File: src/rtl/dpsk_pkg.sv
`timescale 1ns/1ps
package dpsk_pkg;
  localparam int unsigned N_SMP = 4;
  localparam int unsigned PH_W  = 2;

  typedef logic [PH_W-1:0] phase_t;
  typedef logic [1:0]      dibit_t;

  // phase step in quarter turns -> reflected binary dibit
  function automatic dibit_t step_to_dibit(phase_t d);
    dibit_t r;
    unique case (d)
      2'd0: r = 2'b00;
      2'd1: r = 2'b01;
      2'd2: r = 2'b11;
      default: r = 2'b10;
    endcase
    return r;
  endfunction
endpackage

File: src/rtl/dpsk_sign_acc.sv
`timescale 1ns/1ps
module dpsk_sign_acc #(
  parameter int unsigned SMP_W  = 8,
  parameter int unsigned N      = 4
) (
  input  logic             clk_i,
  input  logic             rst_ni,
  input  logic             start_i,
  input  logic             smp_vld_i,
  input  logic [SMP_W-1:0] smp_i,
  output logic             done_o,
  output logic [N-1:0]     pat_o
);
  localparam int unsigned CNT_W = $clog2(N + 1);
  localparam logic [CNT_W-1:0] IDLE = CNT_W'(N);
  localparam logic [CNT_W-1:0] LAST = CNT_W'(N - 1);

  logic [CNT_W-1:0] cnt_q, eff_cnt;
  logic             take, neg;

  assign neg     = $signed(smp_i) < 0;
  assign eff_cnt = start_i ? '0 : cnt_q;
  assign take    = smp_vld_i && (eff_cnt < IDLE);
  assign done_o  = take && (eff_cnt == LAST);

  always_ff @(posedge clk_i or negedge rst_ni) begin
    if (!rst_ni)     cnt_q <= IDLE;
    else if (take)   cnt_q <= eff_cnt + 1'b1;
    else             cnt_q <= eff_cnt;
  end

  // stored signs for all but the last slot; last slot is the live sample
  for (genvar i = 0; i < N - 1; i++) begin : g_slot
    logic sgn_q;
    always_ff @(posedge clk_i or negedge rst_ni) begin
      if (!rst_ni)                                  sgn_q <= 1'b0;
      else if (take && eff_cnt == CNT_W'(i))        sgn_q <= neg;
    end
    assign pat_o[i] = sgn_q;
  end
  assign pat_o[N-1] = neg;
endmodule

File: src/rtl/dpsk_phase_lut.sv
`timescale 1ns/1ps
module dpsk_phase_lut
  import dpsk_pkg::*;
(
  input  logic [N_SMP-1:0] pat_i,
  output phase_t           ph_o,
  output logic             ok_o
);
  logic head_neg, tail_neg;

  // legal shapes have equal signs within each half
  assign ok_o     = (pat_i[0] == pat_i[1]) && (pat_i[2] == pat_i[3]);
  assign head_neg = pat_i[0];
  assign tail_neg = pat_i[2];
  assign ph_o     = {head_neg, head_neg ^ tail_neg};
endmodule

File: src/rtl/dpsk_diff_map.sv
`timescale 1ns/1ps
module dpsk_diff_map
  import dpsk_pkg::*;
(
  input  logic   clk_i,
  input  logic   rst_ni,
  input  logic   done_i,
  input  logic   ok_i,
  input  phase_t ph_i,
  output dibit_t dibit_o,
  output logic   dibit_vld_o,
  output logic   err_o,
  output logic   has_ref_o,
  output phase_t ref_ph_o
);
  phase_t ref_q, step;
  logic   has_ref_q;

  assign step = ph_i - ref_q;

  always_ff @(posedge clk_i or negedge rst_ni) begin
    if (!rst_ni) begin
      ref_q       <= '0;
      has_ref_q   <= 1'b0;
      dibit_o     <= '0;
      dibit_vld_o <= 1'b0;
      err_o       <= 1'b0;
    end else begin
      dibit_vld_o <= 1'b0;
      err_o       <= 1'b0;
      if (done_i) begin
        if (!ok_i) begin
          err_o <= 1'b1;
        end else begin
          ref_q     <= ph_i;
          has_ref_q <= 1'b1;
          if (has_ref_q) begin
            dibit_o     <= step_to_dibit(step);
            dibit_vld_o <= 1'b1;
          end
        end
      end
    end
  end

  assign has_ref_o = has_ref_q;
  assign ref_ph_o  = ref_q;
endmodule

File: src/rtl/dpsk_dibit_det.sv
`timescale 1ns/1ps
module dpsk_dibit_det
  import dpsk_pkg::*;
#(
  parameter int unsigned SMP_W = 8
) (
  input  logic             clk_i,
  input  logic             rst_ni,
  input  logic             start_i,
  input  logic             smp_vld_i,
  input  logic [SMP_W-1:0] smp_i,
  output logic [1:0]       dibit_o,
  output logic             dibit_vld_o,
  output logic             err_o
);
  logic [N_SMP-1:0] sgn_pat;
  logic             sgn_done, ph_ok, has_ref;
  phase_t           cur_ph, ref_ph;

  dpsk_sign_acc #(.SMP_W(SMP_W), .N(N_SMP)) u_acc (
    .clk_i, .rst_ni, .start_i, .smp_vld_i, .smp_i,
    .done_o(sgn_done), .pat_o(sgn_pat)
  );

  dpsk_phase_lut u_lut (
    .pat_i(sgn_pat), .ph_o(cur_ph), .ok_o(ph_ok)
  );

  dpsk_diff_map u_map (
    .clk_i, .rst_ni, .done_i(sgn_done), .ok_i(ph_ok), .ph_i(cur_ph),
    .dibit_o, .dibit_vld_o, .err_o,
    .has_ref_o(has_ref), .ref_ph_o(ref_ph)
  );
endmodule

File: config.mk
export PLATFORM = sky130hd
export DESIGN_NAME = dpsk_dibit_det
export DESIGN_NICKNAME = d
export VERILOG_FILES = /design/src/rtl/dpsk_pkg.sv /design/src/rtl/dpsk_sign_acc.sv /design/src/rtl/dpsk_phase_lut.sv /design/src/rtl/dpsk_diff_map.sv /design/src/rtl/dpsk_dibit_det.sv
export SDC_FILE = /design/constraint.sdc
export NUM_CORES = 1
export LEC_CHECK = 0
export ABC_AREA = 1
export BUFFER_PORTS_ARGS = -buffer_cell sky130_fd_sc_hd__buf_2
export CORE_ASPECT_RATIO = 1.25
export CORE_UTILIZATION = 41
export CTS_CLUSTER_DIAMETER = 50
export DETAILED_ROUTE_END_ITERATION = 8
export PLACE_DENSITY = 0.67
export SLEW_MARGIN = 20
export SYNTH_ARGS = -nofsm -noshare
export SYNTH_HDL_FRONTEND = slang
export SYNTH_SLANG_ARGS = --single-unit
File: constraint.sdc
create_clock -name clk_i -period 5.1 [get_ports clk_i]
set_input_delay 1.02 -clock clk_i [delete_from_list [all_inputs] [get_ports clk_i]]
set_output_delay 1.02 -clock clk_i [all_outputs]
set_load 0.02 [all_outputs]
==> results of run 1 <==
==> final cells by class <==
class	instances	area, µm²	area share [%]
Multi-Input combinational cell	51	344	42.6
Sequential cell	13	327	40.4
Inverter	13	48.8	6.04
Timing Repair Buffer	8	40.0	4.95
Clock buffer	4	26.3	3.25
Tap cell	18	22.5	2.79
==> path summary, 6_finish.rpt <==
check	start	end	cells after the start
min	u_map.dibit_o[1]$_DFFE_PN0P_	u_map.dibit_o[1]$_DFFE_PN0P_	2
max reg2reg	u_acc.g_slot[0].sgn_q$_DFFE_PN0P_	u_map.dibit_o[1]$_DFFE_PN0P_	9
min reg2reg	u_map.dibit_o[1]$_DFFE_PN0P_	u_map.dibit_o[1]$_DFFE_PN0P_	2
max	start_i	u_map.dibit_o[0]$_DFFE_PN0P_	11
min in group asynchronous	rst_ni	u_map.dibit_o[1]$_DFFE_PN0P_	1
max in group asynchronous	rst_ni	u_acc.cnt_q[2]$_DFF_PN1_	1
==> metrics by stage <==
step | utilization [%] | power [mW]
floorplan | - | 0.233
global placement | 48.8 | 0.255
detailed placement | 48.8 | 0.262
CTS | 50.5 | 0.326
global route | 50.5 | 0.353
finish | 50.5 | 0.319
==> cells in the mapped netlist <==
| cell type | instances | area share, % |
|---|---|---|
| sky130_fd_sc_hd__o21ai_0 | 5 | 3.5 |
| sky130_fd_sc_hd__o21ai_1 | 2 | 1.4 |
| sky130_fd_sc_hd__nand2_2 | 3 | 2.6 |
| sky130_fd_sc_hd__dfrtp_1 | 12 | 42 |
| sky130_fd_sc_hd__or2_2 | 1 | 0.87 |
| sky130_fd_sc_hd__inv_1 | 11 | 5.7 |
| sky130_fd_sc_hd__nand3_2 | 1 | 1.4 |
| sky130_fd_sc_hd__inv_2 | 2 | 1.0 |
| sky130_fd_sc_hd__ha_1 | 8 | 14 |
| sky130_fd_sc_hd__nor2_8 | 1 | 2.8 |
| sky130_fd_sc_hd__xor2_1 | 2 | 2.4 |
| sky130_fd_sc_hd__nor2_4 | 1 | 1.6 |
| sky130_fd_sc_hd__nand4_1 | 2 | 1.7 |
| sky130_fd_sc_hd__nand2_1 | 21 | 11 |
| sky130_fd_sc_hd__nor3_1 | 1 | 0.69 |
| sky130_fd_sc_hd__nand2_4 | 1 | 1.6 |
| sky130_fd_sc_hd__dfstp_2 | 1 | 3.7 |
| sky130_fd_sc_hd__xnor2_1 | 2 | 2.4 |
==> sequential cells by signal, summed over array words and instances, names as in the netlist <==
| signal | cells |
|---|---|
| u_map.err_o | 1 |
| u_map.dibit_vld_o | 1 |
| u_map.ref_ph_o | 2 |
| u_acc.g_slot.sgn_q | 3 |
| u_acc.cnt_q | 3 |
| u_map.has_ref_o | 1 |
| u_map.dibit_o | 2 |
==> power by group <==
part	switching, mW	internal (mW)	leakage, nW
clock	0.0312	0.0303	0.0150
combinational	0.0703	0.0486	0.281
sequential	0.0150	0.123	0.164
total	0.117	0.202	0.461
==> worst min-delay path: cells and delay by family, from the launching register on <==
kind | cells | cell delay, ns
DFF | 1 | 0.34
and+or+nand+nor | 2 | 0.10
==> layer usage <==
metal  part of all wire [%]  routed length (µm)  up-vias  global-route usage (%)
met5                      0                   0        -                       0
met4                    2.7                  28        0                    8.62
met3                    3.2                  33        4                    2.74
met2                     49                 501        8                    21.9
met1                     45                 455      225                    17.5
li1                       -                   -      262                       -
==> logic make-up after synthesis <==
logic type / after synthesis / synth area share, %
buffers and inverters: 13 / 6.78
flip-flops: 13 / 45.4
adder cells (fa/ha/maj): 8 / 13.9
AND/OR/NAND/NOR: 32 / 24.2
AO/OA/AOI/OAI: 7 / 4.87
XOR/XNOR: 4 / 4.87
==> key figures, run 1 <==
Placed design
  • Pre-CTS setup slack: 2.83 ns
  • Total placed instance area: 782 µm²
  • Total of buffers placed on input and output ports: 8
  • Placed Cells incl. Taps: 103
  • Final RePlAce weighted congestion: 0.732
  • Dpl hpwl: 813 µm

Timing
  • Worst max-slew margin expressed relative to the limit: 80.7%
  • Period minus WS final: 1.97 ns
  • Unrepaired setup endpoints after global routing: no
  • Transition time of the tightest slew-check pin: 0.289 ns
  • Final Setup Violations: 0
  • Period utilization: 38.7%
  • Maximum clock frequency: 507 MHz
  • Tightest hold margin: 0.475 ns
  • Total Neg Setup Slack: 0 ns
  • Hold Vio Cnt, Final: 0
  • Skew final: 0.00150 ns
  • Setup ws final: 3.13 ns
  • Number of slew-limit violations in the final report: 0

Setup path
  • Largest incremental delay on the critical path: 0.17 ns
  • Library cell appearing most often on the critical path: sky130_fd_sc_hd__nand2_1
  • Number of buffer and inverter instances along the worst setup path: 4
  • CP Capture Type: flip-flop
  • Worst path cell trace: buf_2 -> inv_2 -> nand2_1 -> inv_1 -> ha_1 -> ha_1 -> inv_1 -> nor2_4 -> nand3_2 -> nand2_1 -> nand2_1
  • Arrival time at the worst endpoint: 2.14 ns
  • Kind of start point of the critical path: input pin
  • Data required time at the worst endpoint: 5.26 ns
  • Kind of cell with the highest combined delay on the critical path: simple AND/OR/NAND/NOR gates
  • Worst setup slack for register-to-register paths: 3.14 ns
  • Cell type of the slowest stage on the worst timing path: sky130_fd_sc_hd__nor2_4
  • Kind of critical path: in2reg
  • Maximum fanout along the worst path: 4

Clock network
  • Clk_lat worst skew: 0.27 ns
  • # hold bufs at CTS: 0
  • Root cell of the clock tree: sky130_fd_sc_hd__clkbuf_4
  • Cts repair resizes: 0
  • Longest Clk Path Bufs: 2
  • Clock tree from TritonCTS: done
  • Post-CTS Repair Setup Buffers: 0
  • H-tree lvl count: 1
  • Count of clock tree sinks: 13
  • Clock-pin slew on the worst setup and hold paths: 0.08 ns
  • Total CTS buffers: 3

GRT
  • Pin count of the biggest net entering global routing: 14
  • Overall global routing resource usage: 14.2%
  • Initial antenna violation count: 0
  • Aggregate global routing overflow: 0
  • Global-route wire length before repair: 1910 µm
  • Via count of the first global-routing pass: 489

Finish
  • Fin area: 808 µm²
  • Layout Cells excl Fill: 107
  • Leading cell type in the layout, fill and taps excluded: sky130_fd_sc_hd__nand2_1
  • Growth of design area from synthesis to finish: 12.3%
  • Layout fillers: 141
  • Antenna cells: 0
  • Fraction of final layout cells with drive strength greater than 1: 24.7%
  • Total number of nets in the final design: 110
  • Most frequent cells in the layout: sky130_fd_sc_hd__nand2_1 (21), sky130_fd_sc_hd__dfrtp_1 (12), sky130_fd_sc_hd__inv_1 (11)

Synthesis
  • Register bit total from synthesis: 13
  • Share of synthesized area occupied by flip-flops and latches: 45.4%
  • Number of synthesis warnings: 0
  • Post-Synthesis Cell Area: 719 µm²
  • Post-Synthesis Cells: 77
  • Cell variety after synth: 18
  • Synth Area per Inst: 9.34 µm²
  • Mapped Nets: 97

Route
  • Detailed-route DRC error count: 0
  • Avg WL per Cell: 9.52 µm
  • Post-DR vias/cell: 4.66
  • Number of optimization iterations in the first detailed-route pass: 4
  • 1st-iter DRT viols: 11
  • Antenna-violating nets left: 0
  • Wire length after detailed routing: 1020 µm
  • Vias post-DR: 499

Floorplanning
  • Vertical extent of the die: 48.8 µm
  • Area enclosed by the die boundary: 0.00193 mm²
  • Horizontal die dimension: 39.5 µm
  • Total I/O pin count: 16
  • Core region area: 0.00160 mm²
  • Row count: 16
  • Initial cell density of the core: 44.9%

Pwr
  • Leak: 0.461 nW
  • Power density over the cells: 394 mW/mm²
  • Peak supply drop: 0.197 mV

Job
  • Max Cap Viol: 0

Min path
  • Worst hold-check path type: reg2reg

Outcome
  • Run status: completed
(Power assumes the default switching activity.)
==> run 2, diff against run 1 <==
Settings changed: ABC_AREA 1 to 0, PLACE_DENSITY 0.67 to 0.7.
Clock period 5.1 ns to 1.7 ns, I/O delays scaled along.
==> key figures, run 2 <==
Clock network
  • Count of clock tree sinks: 13
  • Clock tree from TritonCTS: done
  • Root cell of the clock tree: sky130_fd_sc_hd__clkbuf_4
  • Longest Clk Path Bufs: 2
  • Clock-pin slew on the worst setup and hold paths: 0.09 ns
  • Total CTS buffers: 3
  • H-tree lvl count: 1
  • Clk_lat worst skew: 0.29 ns

Synthesis
  • Synth cell count leaders: sky130_fd_sc_hd__dfrtp_1 (12), sky130_fd_sc_hd__ha_1 (8), sky130_fd_sc_hd__inv_1 (5)
  • Share of synthesized area occupied by flip-flops and latches: 47.5%
  • Mapped Nets: 77
  • EDFF count, synth: 0
  • Portion of synthesized cell area occupied by the leading cell type: 43.6%
  • Post-Synthesis Cells: 57
  • Register bit total from synthesis: 13
  • Top-count cell post-synth: sky130_fd_sc_hd__dfrtp_1
  • Post-Synthesis Cell Area: 688 µm²
  • Cell taking the most area after synthesis: sky130_fd_sc_hd__dfrtp_1
  • Async set-or-reset flop fraction in the synthesized netlist: 100%
  • Primary flip-flop cell chosen by synthesis mapping: sky130_fd_sc_hd__dfrtp_1
  • Leading post-synthesis cells by cell area: sky130_fd_sc_hd__dfrtp_1 (44%), sky130_fd_sc_hd__ha_1 (15%), sky130_fd_sc_hd__mux2_2 (6.5%), sky130_fd_sc_hd__xnor2_1 (5.1%), sky130_fd_sc_hd__dfstp_2 (3.8%)
  • Cell variety after synth: 22
  • Synth Area per Inst: 12.1 µm²
  • Number of synthesis warnings: 0

Timing
  • Period utilization: 103%
  • Transition time of the tightest slew-check pin: 0.325 ns
  • Worst max-slew margin expressed relative to the limit: 78.3%
  • Tightest hold margin: 0.288 ns
  • Setup ws final: -0.0472 ns
  • Hold Vio Cnt, Final: 0
  • Final Setup Violations: 1
  • Maximum clock frequency: 572 MHz
  • Skew final: 0.00260 ns
  • Period minus WS final: 1.75 ns
  • Unrepaired setup endpoints after global routing: yes
  • Number of slew-limit violations in the final report: 0

Pwr
  • Comb power frac: 45.5%
  • Fraction of power spent switching nets: 35.0%
  • NetSw: 0.405 mW
  • Int Power: 0.752 mW
  • Part of the power in registers: 37.1%
  • Relative contribution of the clock network to total power: 17.4%
  • Power density over the cells: 1250 mW/mm²
  • Peak supply drop: 0.798 mV
  • Leak: 0.492 nW

Placed design
  • Final RePlAce weighted congestion: 0.657
  • Total placed instance area: 856 µm²
  • Total of buffers placed on input and output ports: 8
  • Dpl hpwl: 804 µm
  • Placed Cells incl. Taps: 90
  • Pre-CTS setup slack: -0.144 ns

Setup path
  • Kind of critical path: reg2reg
  • Number of buffer and inverter instances along the worst setup path: 0
  • Kind of start point of the critical path: flip-flop
  • Maximum fanout along the worst path: 2
  • Cell type of the slowest stage on the worst timing path: sky130_fd_sc_hd__dfrtp_1
  • Arrival time at the worst endpoint: 1.93 ns
  • Largest incremental delay on the critical path: 0.41 ns
  • CP Capture Type: flip-flop
  • Worst path cell trace: xnor2_2 -> ha_2 -> xnor2_2 -> xnor2_2 -> ha_1 -> mux2_4
  • Kind of cell with the highest combined delay on the critical path: adder cells
  • Library cell appearing most often on the critical path: sky130_fd_sc_hd__xnor2_2
  • Data required time at the worst endpoint: 1.88 ns

GRT
  • M2 GR Usage: 29.0%
  • Aggregate global routing overflow: 0
  • Initial antenna violation count: 0
  • Busiest layer in global routing: met2
  • Pin count of the biggest net entering global routing: 14
  • Via count of the first global-routing pass: 507
  • Overall global routing resource usage: 16.0%
  • Global routing usage on met1: 15.0%
  • Global-route wire length before repair: 1900 µm
  • Met3 Usage GRT: 5.58%

Route
  • Detailed-route DRC error count: 0
  • Number of optimization iterations in the first detailed-route pass: 2
  • Wire length after detailed routing: 1170 µm
  • Antenna-violating nets left: 0
  • 1st-iter DRT viols: 5
  • Vias post-DR: 470
  • Avg WL per Cell: 12.1 µm
  • Post-DR vias/cell: 4.85

Finish
  • Antenna cells: 0
  • Layout Cells excl Fill: 97
  • Footprint of the multi-input gates: 405 µm²
  • Total number of nets in the final design: 100
  • Reg area: 327 µm²
  • Leading cell type in the layout, fill and taps excluded: sky130_fd_sc_hd__dfrtp_1
  • Registers with the most flip-flops: u_acc.cnt_q: 3 flops, u_acc.g_slot.sgn_q: 3 flops
  • Growth of design area from synthesis to finish: 34.9%
  • Layout fillers: 127
  • Most frequent cells in the layout: sky130_fd_sc_hd__dfrtp_1 (12), sky130_fd_sc_hd__buf_4 (10), sky130_fd_sc_hd__buf_2 (8)
  • Fraction of final layout cells with drive strength greater than 1: 51.9%
  • Fin area: 928 µm²

Floorplanning
  • Total I/O pin count: 16
  • Initial cell density of the core: 44.1%
  • Row count: 16
  • Vertical extent of the die: 47.8 µm
  • Core region area: 0.00156 mm²
  • Horizontal die dimension: 38.6 µm
  • Area enclosed by the die boundary: 0.00185 mm²

Job
  • Max Cap Viol: 0

Min path
  • Worst hold-check path type: in2reg

Outcome
  • Run status: complete, but fails checks
  • Failing checks: setup timing
## run 2: path summary, 6_finish.rpt
kind / start / to / slack [ns] / depth (start not counted)
min in group asynchronous: rst_ni / u_map.has_ref_o$_DFFE_PN0P_ / 0.46 / 2
max in group asynchronous: rst_ni / u_acc.cnt_q[2]$_DFF_PN1_ / 0.95 / 2
hold reg to reg: u_map.dibit_o[0]$_DFFE_PN0P_ / u_map.dibit_o[0]$_DFFE_PN0P_ / 0.52 / 1
setup / recovery: u_acc.g_slot[0].sgn_q$_DFFE_PN0P_ / u_map.dibit_o[0]$_DFFE_PN0P_ / -0.05 / 6
setup reg to reg: u_acc.g_slot[0].sgn_q$_DFFE_PN0P_ / u_map.dibit_o[0]$_DFFE_PN0P_ / -0.05 / 6
hold / removal: smp_vld_i / u_acc.cnt_q[2]$_DFF_PN1_ / 0.29 / 3
## run 2: cell families (layout without fill, tap and decap cells)
group / Yosys count / count (layout) / share of synthesized area (%)
DFF: 13 / 13 / 47.5
and+or+nand+nor: 13 / 13 / 12.2
adders and majority gates: 8 / 8 / 14.5
xor gates and xnor gates: 6 / 6 / 7.64
muxes: 6 / 6 / 10.2
buffers and inverters: 6 / 28 / 3.45
AOI/OAI and AO/OA: 5 / 5 / 4.55
## run 2: per-layer routing
metal | wire, µm | part of all wire, %
met3 | 40 | 3.4
met5 | 0 | 0
met2 | 623 | 53
met4 | 21 | 1.8
met1 | 487 | 42
## run 2: final cells by class
type / instances / share of cell area (%)
well taps: 18 / 2.43
flip-flops and latches: 13 / 35.2
multi-input cells: 38 / 43.7
inverters: 5 / 2.29
clock inverters: 1 / 0.539
repair buffers: 19 / 13.5
clock buffers: 3 / 2.43
## run 2: what timing repair did
action                                  4_1_cts  5_1_grt
setup buffers                                 2        0
endpoints found under the setup margin        1        3
resized for setup                             1        2
pin swaps                                     4        0
hold endpoints to repair                     12        0
hold buffers                                  1        0
## run 2: per-stage QoR
stage	power (mW)	util, %	setup TNS [ns]
2_1_floorplan	0.732	-	-0.00347
3_3_place_gp	0.829	54.8	-0.334
3_5_place_dp	0.842	54.8	-0.322
4_1_cts	1.11	58.7	-0.0381
5_1_grt	1.24	59.5	-0.126
6_report	1.16	59.5	-0.0472
## run 2: power by group through the flow
stage / clock (mW) / sequential (mW) / combinational, mW
5_1_grt: 0.222 / 0.440 / 0.578
3_5_place_dp: 0 / 0.435 / 0.407
6_report: 0.201 / 0.430 / 0.527
2_1_floorplan: 0 / 0.438 / 0.295
4_1_cts: 0.205 / 0.431 / 0.477
3_3_place_gp: 0 / 0.432 / 0.397
## run 2: worst min-delay path, cell delays in order
cell                      delay (ns)
sky130_fd_sc_hd__buf_2          0.11
sky130_fd_sc_hd__inv_1          0.05
sky130_fd_sc_hd__o21ai_0        0.07
==> run 3, diff against run 2 <==
Settings changed: ABC_CLOCK_PERIOD_IN_PS set to 1700, SKIP_CTS_REPAIR_TIMING set to 1.
==> key figures, run 3 (synthesis gave the netlist of run 2 again) <==
Timing
  • Transition time of the tightest slew-check pin: 0.348 ns
  • Final Setup Violations: 1
  • Setup ws final: -0.0550 ns
  • Unrepaired setup endpoints after global routing: yes
  • Tightest hold margin: 0.302 ns
  • Period utilization: 103%
  • Skew final: 0.00227 ns
  • Worst max-slew margin expressed relative to the limit: 76.7%
  • Hold Vio Cnt, Final: 0
  • Total Neg Setup Slack: -0.0550 ns
  • Maximum clock frequency: 570 MHz
  • Period minus WS final: 1.76 ns
  • Number of slew-limit violations in the final report: 0

Placed design
  • Final RePlAce weighted congestion: 0.657
  • Total placed instance area: 856 µm²
  • Dpl hpwl: 804 µm
  • Pre-CTS setup slack: -0.144 ns
  • Total of buffers placed on input and output ports: 8

Job
  • Max Cap Viol: 0

Route
  • Detailed-route DRC error count: 0
  • Uppermost layer routed: met4
  • Total routed wire length on the met1 layer: 501 µm
  • Antenna-violating nets left: 0
  • Met2 WL: 572 µm
  • Vias post-DR: 481
  • Wire length after detailed routing: 1130 µm
  • WL met3: 44 µm
  • 1st-iter DRT viols: 5
  • Avg WL per Cell: 11.5 µm
  • Post-DR vias/cell: 4.86
  • Number of optimization iterations in the first detailed-route pass: 2

Setup path
  • Kind of cell with the highest combined delay on the critical path: XOR/XNOR gates
  • Kind of critical path: reg2reg
  • Kind of start point of the critical path: flip-flop
  • Library cell appearing most often on the critical path: sky130_fd_sc_hd__xnor2_2
  • Maximum fanout along the worst path: 2
  • Worst-case reg-to-reg path depth: 6
  • Largest incremental delay on the critical path: 0.41 ns
  • Worst path cell trace: xnor2_2 -> ha_2 -> xnor2_2 -> xnor2_1 -> ha_1 -> mux2_4
  • CP Capture Type: flip-flop
  • Worst setup slack for register-to-register paths: -0.06 ns
  • Cell type of the slowest stage on the worst timing path: sky130_fd_sc_hd__dfrtp_1
  • Number of cells on the critical path: 6
  • Number of buffer and inverter instances along the worst setup path: 0
  • Arrival time at the worst endpoint: 1.93 ns
  • Data required time at the worst endpoint: 1.88 ns

GRT
  • Aggregate global routing overflow: 0
  • Via count of the first global-routing pass: 488
  • Overall global routing resource usage: 15.0%
  • Initial antenna violation count: 0
  • Pin count of the biggest net entering global routing: 14
  • Global-route wire length before repair: 1810 µm

Min path
  • Worst hold-check path type: in2reg
  • WHS Path Cells: 3

Floorplanning
  • Total I/O pin count: 16
  • Horizontal die dimension: 38.6 µm
  • Area enclosed by the die boundary: 0.00185 mm²
  • Row count: 16
  • Initial cell density of the core: 44.1%
  • Vertical extent of the die: 47.8 µm
  • Core region area: 0.00156 mm²

Pwr
  • Int Power: 0.741 mW
  • Part of the power in registers: 38.0%
  • Relative contribution of the clock network to total power: 17.5%
  • Peak supply drop: 0.858 mV
  • NetSw: 0.402 mW
  • Fraction of power spent switching nets: 35.2%
  • Leak: 0.507 nW
  • Comb power frac: 44.4%
  • Power density over the cells: 1190 mW/mm²

Finish
  • Most frequent cells in the layout: sky130_fd_sc_hd__buf_4 (12), sky130_fd_sc_hd__dfrtp_1 (12), sky130_fd_sc_hd__buf_2 (8)
  • Fraction of final layout cells with drive strength greater than 1: 55.6%
  • Fin area: 963 µm²
  • Registers with the most flip-flops: u_acc.cnt_q: 3 flops, u_acc.g_slot.sgn_q: 3 flops
  • Antenna cells: 0
  • Layout fillers: 128
  • Growth of design area from synthesis to finish: 40.0%
  • Total number of nets in the final design: 102
  • Final core utilization: 61.7%

Outcome
  • Run status: complete, but fails checks
  • Failing checks: setup timing

Clock network
  • Clk_lat worst skew: 0.28 ns
  • Count of clock tree sinks: 13
  • Longest Clk Path Bufs: 2
  • H-tree lvl count: 1
  • Clock-pin slew on the worst setup and hold paths: 0.09 ns
  • Root cell of the clock tree: sky130_fd_sc_hd__clkbuf_4
  • Total CTS buffers: 3
  • Clock tree from TritonCTS: done
## run 3: path summary, 6_finish.rpt
check | endpoint | startpoint
max | u_map.dibit_o[0]$_DFFE_PN0P_ | u_acc.g_slot[0].sgn_q$_DFFE_PN0P_
min | u_acc.cnt_q[2]$_DFF_PN1_ | smp_vld_i
max reg2reg | u_map.dibit_o[0]$_DFFE_PN0P_ | u_acc.g_slot[0].sgn_q$_DFFE_PN0P_
min reg2reg | u_map.dibit_o[0]$_DFFE_PN0P_ | u_map.dibit_o[0]$_DFFE_PN0P_
max in group asynchronous | u_acc.cnt_q[2]$_DFF_PN1_ | rst_ni
min in group asynchronous | u_map.has_ref_o$_DFFE_PN0P_ | rst_ni
## run 3: layer usage
metal  vias to the layer above  global-route usage [%]
met1                       232                    14.7
met5                         -                       0
met4                         0                    10.3
met3                         2                    5.58
li1                        237                       -
met2                        10                    26.0
## run 3: worst min-delay path: cells and delay by family
family,cells,cell delay [ns]
AO/OA/AOI/OAI,1,0.07
buffers and inverters,2,0.17
## run 3: layout make-up
cell class,count,area (µm²),share of cell area (%)
multi-input combinational,38,425,44.2
sequential,13,327,33.9
clock buffer,3,22.5,2.34
inverter,5,21.3,2.21
clock inverter,1,5.00,0.519
tap,18,22.5,2.34
timing repair buffer,21,140,14.5
## run 3: through the flow
stage | power, mW | cells
floorplan | 0.732 | 57
global placement | 0.829 | 90
detailed placement | 0.842 | 90
CTS | 1.05 | 94
global route | 1.24 | 99
finish | 1.14 | 99
## run 3: power groups by stage
stage | Combinational (mW) | Sequential (mW) | Clock, mW
2_1_floorplan | 0.295 | 0.438 | 0
3_3_place_gp | 0.397 | 0.432 | 0
3_5_place_dp | 0.407 | 0.435 | 0
4_1_cts | 0.413 | 0.430 | 0.205
5_1_grt | 0.574 | 0.444 | 0.224
6_report | 0.508 | 0.435 | 0.200
